## src/rtl/vxlate_pkg.sv

```systemverilog
package vxlate_pkg;
  localparam int ENT_W  = 32;
  localparam int OFS_W  = 12;
  localparam int IDX_W  = 10;
  localparam int BIG_W  = OFS_W + IDX_W;
  localparam int ECODE_W = 3;

  localparam int B_PRES = 0;
  localparam int B_RW   = 1;
  localparam int B_USR  = 2;
  localparam int B_ACC  = 5;
  localparam int B_DRT  = 6;
  localparam int B_PS   = 7;

  typedef enum logic [3:0] {
    S_IDLE, S_RDIR, S_WDIR, S_CHKD, S_WBD,
    S_RTBL, S_WTBL, S_CHKT, S_WBT, S_OK, S_FLT
  } walk_st_e;

  function automatic logic [ENT_W-1:0] entry_addr(
    input logic [ENT_W-1:0] base,
    input logic [IDX_W-1:0] idx,
    input logic [ENT_W-1:0] mask);
    logic [ENT_W-1:0] sum;
    sum = {base[ENT_W-1:OFS_W], {OFS_W{1'b0}}}
        + {{(ENT_W-IDX_W-2){1'b0}}, idx, 2'b00};
    return sum & mask;
  endfunction

  function automatic logic rights_ok(input logic u_r, input logic rw_r,
                                     input logic is_user, input logic is_wr,
                                     input logic wp);
    if (is_user) return u_r && (!is_wr || rw_r);
    return !(is_wr && wp && !rw_r);
  endfunction

  function automatic logic grant_wr(input logic dirty, input logic rw_r,
                                    input logic is_user, input logic wp);
    if (is_user) return dirty && rw_r;
    return dirty && (!wp || rw_r);
  endfunction

  function automatic logic [ECODE_W-1:0] fault_code(input logic prot,
                                                    input logic is_wr,
                                                    input logic is_user);
    return {is_user, is_wr, prot};
  endfunction
endpackage

```

## src/rtl/vxlate_addr.sv

```systemverilog
module vxlate_addr
  import vxlate_pkg::*;
(
  input  logic [ENT_W-1:0] va,
  input  logic [ENT_W-1:0] root,
  input  logic [ENT_W-1:0] pde,
  input  logic [ENT_W-1:0] pte,
  input  logic [ENT_W-1:0] mask,
  output logic [ENT_W-1:0] dir_addr,
  output logic [ENT_W-1:0] tbl_addr,
  output logic [ENT_W-1:0] pa_flat,
  output logic [ENT_W-1:0] pa_small,
  output logic [ENT_W-1:0] pa_big
);
  always_comb begin
    dir_addr = entry_addr(root, va[ENT_W-1:BIG_W], mask);
    tbl_addr = entry_addr(pde, va[BIG_W-1:OFS_W], mask);
    pa_flat  = va & mask;
    pa_small = {pte[ENT_W-1:OFS_W], va[OFS_W-1:0]} & mask;
    pa_big   = {pde[ENT_W-1:BIG_W], va[BIG_W-1:0]} & mask;
  end
endmodule

```

## src/rtl/vxlate_rights.sv

```systemverilog
module vxlate_rights
  import vxlate_pkg::*;
(
  input  logic [ENT_W-1:0] pde,
  input  logic [ENT_W-1:0] pte,
  input  logic             dir_final,
  input  logic             is_user,
  input  logic             is_wr,
  input  logic             wp,
  output logic             viol,
  output logic             wr_grant,
  output logic [ENT_W-1:0] new_ent,
  output logic             need_wb
);
  logic [ENT_W-1:0] fin;
  logic u_r, rw_r;

  always_comb begin
    fin  = dir_final ? pde : pte;
    u_r  = dir_final ? pde[B_USR] : (pde[B_USR] & pte[B_USR]);
    rw_r = dir_final ? pde[B_RW]  : (pde[B_RW]  & pte[B_RW]);
    viol = !rights_ok(u_r, rw_r, is_user, is_wr, wp);
    new_ent = fin;
    new_ent[B_ACC] = 1'b1;
    if (is_wr) new_ent[B_DRT] = 1'b1;
    need_wb  = (new_ent != fin);
    wr_grant = grant_wr(new_ent[B_DRT], rw_r, is_user, wp);
  end
endmodule

```

## src/rtl/vxlate_fsm.sv

```systemverilog
module vxlate_fsm
  import vxlate_pkg::*;
(
  input  logic               clk,
  input  logic               rst_n,
  input  logic               req_valid,
  input  logic [ENT_W-1:0]   req_va,
  input  logic               req_write,
  input  logic               req_user,
  input  logic               cfg_paging,
  input  logic               cfg_big_en,
  input  logic               mem_ready,
  input  logic               mem_rvalid,
  input  logic [ENT_W-1:0]   mem_rdata,
  input  logic [ENT_W-1:0]   dir_addr,
  input  logic [ENT_W-1:0]   tbl_addr,
  input  logic [ENT_W-1:0]   pa_flat,
  input  logic [ENT_W-1:0]   pa_small,
  input  logic [ENT_W-1:0]   pa_big,
  input  logic               viol,
  input  logic               wr_grant,
  input  logic [ENT_W-1:0]   new_ent,
  input  logic               need_wb,
  output walk_st_e           st,
  output logic [ENT_W-1:0]   va_q,
  output logic               wr_q,
  output logic               usr_q,
  output logic [ENT_W-1:0]   pde_q,
  output logic [ENT_W-1:0]   pte_q,
  output logic [ENT_W-1:0]   maddr_q,
  output logic [ENT_W-1:0]   mwdata_q,
  output logic               mwe_q,
  output logic [ENT_W-1:0]   pa_q,
  output logic               permw_q,
  output logic               big_q,
  output logic [ECODE_W-1:0] ecode_q,
  output logic [ENT_W-1:0]   fva_q
);
  logic big_path;

  always_ff @(posedge clk or negedge rst_n) begin
    if (!rst_n) begin
      st <= S_IDLE; va_q <= '0; wr_q <= 1'b0; usr_q <= 1'b0;
      pde_q <= '0; pte_q <= '0; maddr_q <= '0; mwdata_q <= '0;
      mwe_q <= 1'b0; pa_q <= '0; permw_q <= 1'b0; big_q <= 1'b0;
      ecode_q <= '0; fva_q <= '0; big_path <= 1'b0;
    end else begin
      case (st)
        S_IDLE: if (req_valid) begin
          va_q <= req_va; wr_q <= req_write; usr_q <= req_user;
          if (!cfg_paging) begin
            pa_q <= pa_flat; permw_q <= 1'b1; big_q <= 1'b0;
            st <= S_OK;
          end else begin
            maddr_q <= dir_addr; mwe_q <= 1'b0;
            st <= S_RDIR;
          end
        end
        S_RDIR: if (mem_ready) st <= S_WDIR;
        S_WDIR: if (mem_rvalid) begin
          pde_q <= mem_rdata; st <= S_CHKD;
        end
        S_CHKD: begin
          if (!pde_q[B_PRES]) begin
            ecode_q <= fault_code(1'b0, wr_q, usr_q); fva_q <= va_q;
            st <= S_FLT;
          end else if (pde_q[B_PS] && cfg_big_en) begin
            big_path <= 1'b1;
            if (viol) begin
              ecode_q <= fault_code(1'b1, wr_q, usr_q); fva_q <= va_q;
              st <= S_FLT;
            end else begin
              pa_q <= pa_big; permw_q <= wr_grant; big_q <= 1'b1;
              if (need_wb) begin
                mwe_q <= 1'b1; mwdata_q <= new_ent; st <= S_WBD;
              end else st <= S_OK;
            end
          end else begin
            big_path <= 1'b0;
            if (!pde_q[B_ACC]) begin
              mwe_q <= 1'b1; mwdata_q <= pde_q | (ENT_W'(1) << B_ACC);
              st <= S_WBD;
            end else begin
              maddr_q <= tbl_addr; mwe_q <= 1'b0; st <= S_RTBL;
            end
          end
        end
        S_WBD: if (mem_ready) begin
          if (big_path) st <= S_OK;
          else begin
            maddr_q <= tbl_addr; mwe_q <= 1'b0; st <= S_RTBL;
          end
        end
        S_RTBL: if (mem_ready) st <= S_WTBL;
        S_WTBL: if (mem_rvalid) begin
          pte_q <= mem_rdata; st <= S_CHKT;
        end
        S_CHKT: begin
          if (!pte_q[B_PRES]) begin
            ecode_q <= fault_code(1'b0, wr_q, usr_q); fva_q <= va_q;
            st <= S_FLT;
          end else if (viol) begin
            ecode_q <= fault_code(1'b1, wr_q, usr_q); fva_q <= va_q;
            st <= S_FLT;
          end else begin
            pa_q <= pa_small; permw_q <= wr_grant; big_q <= 1'b0;
            if (need_wb) begin
              mwe_q <= 1'b1; mwdata_q <= new_ent; st <= S_WBT;
            end else st <= S_OK;
          end
        end
        S_WBT: if (mem_ready) st <= S_OK;
        default: st <= S_IDLE;
      endcase
    end
  end
endmodule

```

## src/rtl/vxlate_walker.sv

```systemverilog
module vxlate_walker
  import vxlate_pkg::*;
(
  input  logic               clk,
  input  logic               rst_n,
  input  logic               req_valid,
  output logic               req_ready,
  input  logic [ENT_W-1:0]   req_va,
  input  logic               req_write,
  input  logic               req_user,
  input  logic               cfg_paging,
  input  logic               cfg_wp,
  input  logic [ENT_W-1:0]   cfg_root,
  input  logic               cfg_big_en,
  input  logic [ENT_W-1:0]   cfg_a20_mask,
  output logic               mem_valid,
  input  logic               mem_ready,
  output logic               mem_we,
  output logic [ENT_W-1:0]   mem_addr,
  output logic [ENT_W-1:0]   mem_wdata,
  input  logic               mem_rvalid,
  input  logic [ENT_W-1:0]   mem_rdata,
  output logic               rsp_done,
  output logic               rsp_fault,
  output logic [ENT_W-1:0]   rsp_pa,
  output logic               rsp_perm_w,
  output logic               rsp_big,
  output logic [ECODE_W-1:0] rsp_ecode,
  output logic [ENT_W-1:0]   rsp_fault_va
);
  walk_st_e st;
  logic [ENT_W-1:0] va_q, pde_q, pte_q, va_cur;
  logic wr_q, usr_q;
  logic [ENT_W-1:0] dir_addr, tbl_addr, pa_flat, pa_small, pa_big, new_ent;
  logic viol, wr_grant, need_wb;

  // named events for the checker
  logic walk_accept;
  assign walk_accept = req_valid && req_ready;

  assign va_cur = (st == S_IDLE) ? req_va : va_q;

  vxlate_addr u_addr (
    .va(va_cur), .root(cfg_root), .pde(pde_q), .pte(pte_q),
    .mask(cfg_a20_mask), .dir_addr(dir_addr), .tbl_addr(tbl_addr),
    .pa_flat(pa_flat), .pa_small(pa_small), .pa_big(pa_big)
  );

  vxlate_rights u_rights (
    .pde(pde_q), .pte(pte_q), .dir_final(st == S_CHKD),
    .is_user(usr_q), .is_wr(wr_q), .wp(cfg_wp),
    .viol(viol), .wr_grant(wr_grant), .new_ent(new_ent), .need_wb(need_wb)
  );

  vxlate_fsm u_fsm (
    .clk(clk), .rst_n(rst_n), .req_valid(req_valid), .req_va(req_va),
    .req_write(req_write), .req_user(req_user), .cfg_paging(cfg_paging),
    .cfg_big_en(cfg_big_en), .mem_ready(mem_ready), .mem_rvalid(mem_rvalid),
    .mem_rdata(mem_rdata), .dir_addr(dir_addr), .tbl_addr(tbl_addr),
    .pa_flat(pa_flat), .pa_small(pa_small), .pa_big(pa_big),
    .viol(viol), .wr_grant(wr_grant), .new_ent(new_ent), .need_wb(need_wb),
    .st(st), .va_q(va_q), .wr_q(wr_q), .usr_q(usr_q), .pde_q(pde_q),
    .pte_q(pte_q), .maddr_q(mem_addr), .mwdata_q(mem_wdata), .mwe_q(mem_we),
    .pa_q(rsp_pa), .permw_q(rsp_perm_w), .big_q(rsp_big),
    .ecode_q(rsp_ecode), .fva_q(rsp_fault_va)
  );

  assign req_ready = (st == S_IDLE);
  assign mem_valid = (st == S_RDIR) || (st == S_WBD) ||
                     (st == S_RTBL) || (st == S_WBT);
  assign rsp_done  = (st == S_OK);
  assign rsp_fault = (st == S_FLT);
endmodule

```

## config.mk

```make
export PLATFORM = sky130hd
export DESIGN_NAME = vxlate_walker
export DESIGN_NICKNAME = d
export VERILOG_FILES = /design/src/rtl/vxlate_pkg.sv /design/src/rtl/vxlate_addr.sv /design/src/rtl/vxlate_rights.sv /design/src/rtl/vxlate_fsm.sv /design/src/rtl/vxlate_walker.sv
export SDC_FILE = /design/constraint.sdc
export NUM_CORES = 1
export LEC_CHECK = 0
export BUFFER_PORTS_ARGS = -buffer_cell sky130_fd_sc_hd__buf_4
export CAP_MARGIN = 40
export CORE_UTILIZATION = 50
export CTS_BUF_LIST = sky130_fd_sc_hd__clkbuf_2
export DETAILED_ROUTE_END_ITERATION = 12
export PLACE_DENSITY = 0.76
export SLEW_MARGIN = 20
export SYNTH_ARGS = -nofsm -noshare
export SYNTH_HDL_FRONTEND = slang
export SYNTH_SLANG_ARGS = --single-unit
```

## constraint.sdc

```tcl
create_clock -name clk -period 6.2 [get_ports clk]
set_input_delay 0 -clock clk [delete_from_list [all_inputs] [get_ports clk]]
set_output_delay 0 -clock clk [all_outputs]
set_load 0.005 [all_outputs]
```

==> results.py, run 1 <==
metrics = {
    "status": {
        "status": "complete, no violations",
    },
    "timing": {
        "drv_slew": 0,
        "final.setup.tns_ps": 0,
        "slew_headroom": 0.464,
        "finalCritPeriodShare": 0.579,
        "tightest_slew_ps": 784,
        "min_period_ps": 3590,
        "hold_viol_final": 0,
        "rsz0062_at_grt": "no",
        "clock_skew_ps": 94.9,
        "fin_ws_ps": 2610,
        "finalSetupViolCount": 0,
        "timing.fmax_mhz": 278,
    },
    "routing": {
        "antenna_left": 0,
        "drc": 0,
        "first_iter_violations": 573,
        "drtPass1Iterations": 5,
        "vias_per_cell": 5.53,
        "wl_um": 37500,
        "drt-wirelength-per-cell_um": 21.4,
        "vias": 9694,
    },
    "power": {
        "peakVddDrop_v": 0.000255,
        "power_w": 0.00755,
        "leakagePower_nw": 7.98,
        "p_per_area_mw_per_mm2": 458,
    },
    "place": {
        "dp_hpwl_um": 21900,
        "io_buffers": 261,
        "place_congestion": 0.884,
        "pre_cts_slack_ps": 2890,
    },
    "clock_network": {
        "insertion_delay_ps": 890,
        "cts-root-buf": "clkbuf_2",
        "post_cts_resized": 0,
        "cts_sinks": 235,
        "path_clk_slew_ps": 140,
        "clockBufferDepth": 3,
        "cts_buffers": 61,
        "cts_tree": "built",
        "htreeDepth": 2,
    },
    "floorplan": {
        "fp.dieW_um": 150,
        "start_util": 0.515,
        "num_io_pins": 276,
        "coreArea_mm2": 0.0213,
        "dieArea_mm2": 0.0225,
        "die_y_um": 150,
        "num_rows": 53,
    },
    "finish": {
        "areaGrowthSynthToFinish_pct": 50.5,
        "multi_input_area_mm2": 0.00478,
        "layout_commonest_cell": "buf_4",
        "drive_above_1_share": 0.352,
        "n_fill_cell": 1268,
        "most-common-layout-cells": "271 x buf_4, 265 x dlygate4sd3_1, 235 x dfrtp_1",
        "layout.nets": 1576,
        "final-seq-area_mm2": 0.00588,
    },
    "synth": {
        "synth_edf_count": 0,
        "synth_top_area_share": 0.536,
        "yosys_warnings": 0,
        "ys_ff_latch": 235,
        "synth_area_mm2": 0.0110,
        "synth_cell_types": 61,
        "yosys-top-cells-area": "dfrtp_1 54%, mux2_2 12%, mux2_1 7.3%",
        "avgSynthCellArea_um2": 12.4,
        "synth_top_flop_cell": "dfrtp_1",
        "syn_inst": 882,
        "async_flop_share": 1.00,
        "yosys.area.top_type": "dfrtp_1",
        "ys_seq_area_frac": 0.536,
    },
    "worst_setup_path": {
        "cp_top_family": "buffers and inverters",
        "crit_fanout": 28,
        "cp.required_ps": 6960,
        "r2r_start": "u_fsm.st[3]",
        "cp.arrival_ps": 4360,
        "cp-startpoint": "u_fsm.st[3]",
        "path_cells": "nor2_1 > nand2_1 > inv_2 > buf_12 > mux2i_1 > mux2i_1 > nand2_1 > dlygate4sd3_1 > o21ai_1",
        "cpPeakStageDelay_ps": 640,
        "worst_setup_path_start_kind": "flip-flop",
        "endpoint_kind": "flip-flop",
        "crit_type": "reg -> reg",
        "slowest_stage": "dfrtp_1",
        "worst-path-buf-inv": 3,
    },
    "min_path": {
        "min_from": "cfg_root[17]",
        "holdCritPathClass": "in -> reg",
    },
    "grt": {
        "antenna_found_initial": 1,
        "grt_max_degree": 115,
        "overflow": 0,
        "grt_use_total": 0.338,
        "grt_pass1_wl_um": 57900,
        "grt_pass1_vias": 10300,
    },
    "flow_run": {
        "drv_cap": 0,
    },
}
## worst min-delay path, stage by stage
cell and delay [ps]:
buf_4 80, mux2i_1 60, nor2_1 100, a22o_1 120
dlygate4sd3_1 540
## cells by family (layout without fill, tap and decap cells)
logic type / after synthesis / after routing / share of synthesized area
buffers and inverters: 81 / 676 / 0.0332
AO/OA/AOI/OAI: 129 / 129 / 0.0848
multiplexers: 272 / 272 / 0.274
other: 1 / 3 / 0.000342
AND/OR/NAND/NOR: 164 / 164 / 0.0711
flip-flops: 235 / 235 / 0.536
## final cells by class
type / count / area share
antenna: 1 / 0.000152
clock buffer: 95 / 0.0288
clock inverter: 8 / 0.00212
inverter: 29 / 0.00660
multi-input combinational: 567 / 0.289
sequential: 235 / 0.356
tap: 275 / 0.0209
timing repair buffer: 544 / 0.296
## power breakdown
group	total, W	internal, W	switching (W)
combinational	0.00377	0.00203	0.00174
sequential	0.00273	0.00219	0.000542
clock	0.00105	0.000399	0.000647
total	0.00755	0.00462	0.00293
## cells in the mapped netlist, types with 2 or more instances
cell and count:
and3b_1 2, o211ai_1 11, mux2_4 9, a22o_1 22
a21oi_2 2, inv_1 28, a211oi_1 3, buf_2 27
or3_1 5, nor4_1 3, o21ai_0 12, o32ai_1 2
nand2_1 81, o21a_1 2, and3_1 2, buf_4 5
nor2_1 32, nand2b_1 9, dfrtp_1 235, a21boi_0 13
mux2i_1 74, mux2_1 71, a221oi_1 11, nand3b_1 5
a21o_1 3, nor2b_1 3, nor3b_1 2, a21oi_1 22
clkbuf_1 18, or2_2 4, nor3_1 5, o21ai_1 11
a31oi_1 3, mux2_2 118
## through the flow
stage	cells	util	instance area, um2	hold slack [ps]
global placement	1378	0.618	13200	130
detailed placement	1382	0.623	13300	129
CTS	1751	0.773	16400	2.09
floorplan	883	-	11000	-296
finish	1754	0.775	16500	32.5
global route	1754	0.775	16500	41.7
## per-layer routing
metal	share of wire	wire length, um	vias up	GRT usage
met4	0.041	1550	0	0.163
met3	0.069	2600	115	0.0735
met2	0.49	18300	429	0.556
met5	0	0	-	0
li1	-	-	4309	-
met1	0.40	15100	4841	0.424
## worst paths after layout
path                                      to  slack, ps  depth (start not counted)
max                         u_fsm.maddr_q[7]       2610                          9
min in group asynchronous    u_fsm.pde_q[17]        200                          4
min reg2reg                  u_fsm.fva_q[27]        470                          1
min                        u_fsm.maddr_q[17]         30                          5
max in group asynchronous  u_fsm.maddr_q[26]       5310                          4
max reg2reg                 u_fsm.maddr_q[7]       2610                          9
## state kept, by name, indices dropped and copies added (netlist names)
| signal | count |
|---|---|
| u_fsm.big_path | 1 |
| u_fsm.big_q | 1 |
| u_fsm.ecode_q | 3 |
| u_fsm.fva_q | 32 |
| u_fsm.maddr_q | 30 |
| u_fsm.mwdata_q | 32 |
| u_fsm.mwe_q | 1 |
| u_fsm.pa_q | 32 |
| u_fsm.pde_q | 32 |
| u_fsm.permw_q | 1 |
| u_fsm.pte_q | 32 |
| u_fsm.st | 4 |
| u_fsm.usr_q | 1 |
| u_fsm.va_q | 32 |
| u_fsm.wr_q | 1 |
## what timing repair did
action	in CTS	in global routing
endpoints found under the hold margin	287	0
setup buffers	0	0
hold buffers	266	0
No activity file was read; power rests on OpenSTA's default activity.
==> run 2, diff against run 1 <==
==> constraint.sdc (replaced) <==
create_clock -name clk -period 3.45 [get_ports clk]
set_input_delay 0 -clock clk [delete_from_list [all_inputs] [get_ports clk]]
set_output_delay 0 -clock clk [all_outputs]
set_load 0.005 [all_outputs]
==> run 2 against run 1 <==
  * Setup slack worse by 2400 ps
  * Maximum frequency up 13%
  * Critical path depth down 2
  * Clock power up 67%
  * Sequential power up 79%
  * Global-route usage down 1.1 points
  * Final cell count down 1.4%
  * Non-clock buffer count down 15
  * Via count down 2.2%
  * Clock skew down 31 ps
  * First-iteration DRC count up 8.2%
==> results.py, run 2 (same netlist as run 1, synthesis figures left out) <==
metrics = {
    "status": {
        "status": "complete, no violations",
    },
    "power": {
        "pwr-share-clk": 0.132,
        "p_switching_w": 0.00511,
        "seq_power_share": 0.370,
        "peakVddDrop_v": 0.000423,
        "swShare": 0.386,
        "p_int_w": 0.00813,
        "p_per_area_mw_per_mm2": 813,
        "leakagePower_nw": 7.86,
        "combPwrFrac": 0.498,
    },
    "finish": {
        "stdcell_count": 1729,
        "areaGrowthSynthToFinish_pct": 48.5,
        "drive_above_1_share": 0.354,
        "utilization": 0.765,
        "most-common-layout-cells": "274 x buf_4, 245 x dlygate4sd3_1, 235 x dfrtp_1",
        "layout.nets": 1559,
        "layout_commonest_cell": "buf_4",
        "n_fill_cell": 1340,
    },
    "worst_setup_path": {
        "cpMostUsedCell": "dlygate4sd3_1",
        "slowest_stage": "dfrtp_1",
        "worst-path-buf-inv": 2,
        "worst_setup_path_start_kind": "flip-flop",
        "crit_type": "reg -> reg",
        "cp.required_ps": 4150,
        "path_cells": "or3_1 > a211oi_1 > o32ai_1 > dlygate4sd3_1 > a21oi_1 > o31ai_1 > dlygate4sd3_1",
        "endpoint_kind": "flip-flop",
        "cp_top_family": "buffers and inverters",
        "cp.arrival_ps": 3900,
        "crit_fanout": 23,
        "r2r_setup_slack_ps": 260,
        "cpPeakStageDelay_ps": 650,
    },
    "routing": {
        "drtPass1Iterations": 4,
        "first_iter_violations": 620,
        "drt-wirelength-per-cell_um": 21.1,
        "drc": 0,
        "wl_um": 36500,
        "vias_per_cell": 5.48,
        "antenna_left": 0,
        "vias": 9482,
    },
    "grt": {
        "grt_pass1_wl_um": 55700,
        "grt_use_total": 0.328,
        "overflow": 0,
        "grt_pass1_vias": 10100,
        "grt_max_degree": 96,
        "antenna_found_initial": 3,
    },
    "floorplan": {
        "die_y_um": 150,
        "num_io_pins": 276,
        "coreArea_mm2": 0.0213,
        "start_util": 0.515,
        "fp.dieW_um": 150,
        "num_rows": 53,
        "dieArea_mm2": 0.0225,
    },
    "flow_run": {
        "drv_cap": 0,
    },
    "timing": {
        "clock_skew_ps": 64.3,
        "finalSetupViolCount": 0,
        "timing.fmax_mhz": 313,
        "final.setup.tns_ps": 0,
        "drv_slew": 0,
        "hold_ws_ps": 50.6,
        "hold_viol_final": 0,
        "rsz0062_at_grt": "no",
        "slew_headroom": 0.482,
        "min_period_ps": 3190,
        "fin_ws_ps": 258,
        "tightest_slew_ps": 777,
        "finalCritPeriodShare": 0.925,
    },
    "clock_network": {
        "path_clk_slew_ps": 120,
        "insertion_delay_ps": 860,
        "clockBufferDepth": 3,
        "cts_tree": "built",
        "cts_setup_buffers": 0,
        "htreeDepth": 2,
        "cts-root-buf": "clkbuf_2",
        "cts_sinks": 235,
        "post_cts_resized": 0,
        "cts_buffers": 59,
    },
    "place": {
        "dp_cells": 1389,
        "pre_cts_slack_ps": 667,
        "place_congestion": 0.899,
        "io_buffers": 261,
        "dp_hpwl_um": 21800,
    },
    "min_path": {
        "holdCritPathClass": "in -> reg",
    },
}
[run 2: changes by cell type in the layout (fill, tap and decap cells not counted)]
cell / delta
dlygate4sd3_1: -20
clkbuf_2: -11
buf_12: +6
buf_16: -4
buf_4: +3
diode_2: +2
clkinv_4: -1
clkinvlp_4: +1
inv_2: -1
[run 2: through the flow]
stage	total power, W	area (um2)
after floorplan	0.00816	11000
after global placement	0.0106	13300
after detailed placement	0.0108	13300
after CTS	0.0130	16300
after global routing	0.0140	16300
final	0.0132	16300
[run 2: final timing paths]
check	startpoint	endpoint	cells past startpoint
min reg2reg	u_fsm.mwdata_q[5]	u_fsm.mwdata_q[5]	1
min	cfg_root[13]	u_fsm.maddr_q[13]	5
max in group asynchronous	rst_n	u_fsm.pde_q[20]	4
min in group asynchronous	rst_n	u_fsm.maddr_q[28]	4
max	u_fsm.st[1]	u_fsm.st[3]	7
max reg2reg	u_fsm.st[1]	u_fsm.st[3]	7
[run 2: power by group through the flow]
stage | clock network (W) | logic [W] | registers, W
final | 0.00175 | 0.00659 | 0.00490
after floorplan | 0 | 0.00354 | 0.00462
after CTS | 0.00177 | 0.00644 | 0.00482
after global routing | 0.00193 | 0.00703 | 0.00503
after detailed placement | 0 | 0.00589 | 0.00488
after global placement | 0 | 0.00576 | 0.00482
[run 2: repair_timing]
| item | 4_1_cts | 5_1_grt |
|---|---|---|
| endpoints found under the setup margin | 0 | 0 |
| hold buffers | 246 | 0 |
| hold endpoints to repair | 407 | 0 |
[run 2: area by class of cell]
cell class	instances	area, um2	area share
Antenna cell	3	7.51	0.000461
Clock buffer	84	420	0.0258
Clock inverter	7	30.0	0.00184
Inverter	29	109	0.00669
Multi-Input combinational cell	567	4780	0.293
Sequential cell	235	5880	0.361
Tap cell	275	344	0.0211
Timing Repair Buffer	529	4710	0.289
[run 2: per-layer routing]
layer | GRT usage | wire [um] | up-vias
li1 | - | - | 4277
met1 | 0.402 | 14600 | 4695
met2 | 0.548 | 17900 | 407
met3 | 0.0643 | 2430 | 103
met4 | 0.168 | 1580 | 0
met5 | 0 | 0 | -
[run 2: worst register-to-register path: stages, from the launching register on]
cell	delay, ps
dfrtp_1	650
or3_1	470
a211oi_1	350
o32ai_1	150
dlygate4sd3_1	610
a21oi_1	200
o31ai_1	100
dlygate4sd3_1	560
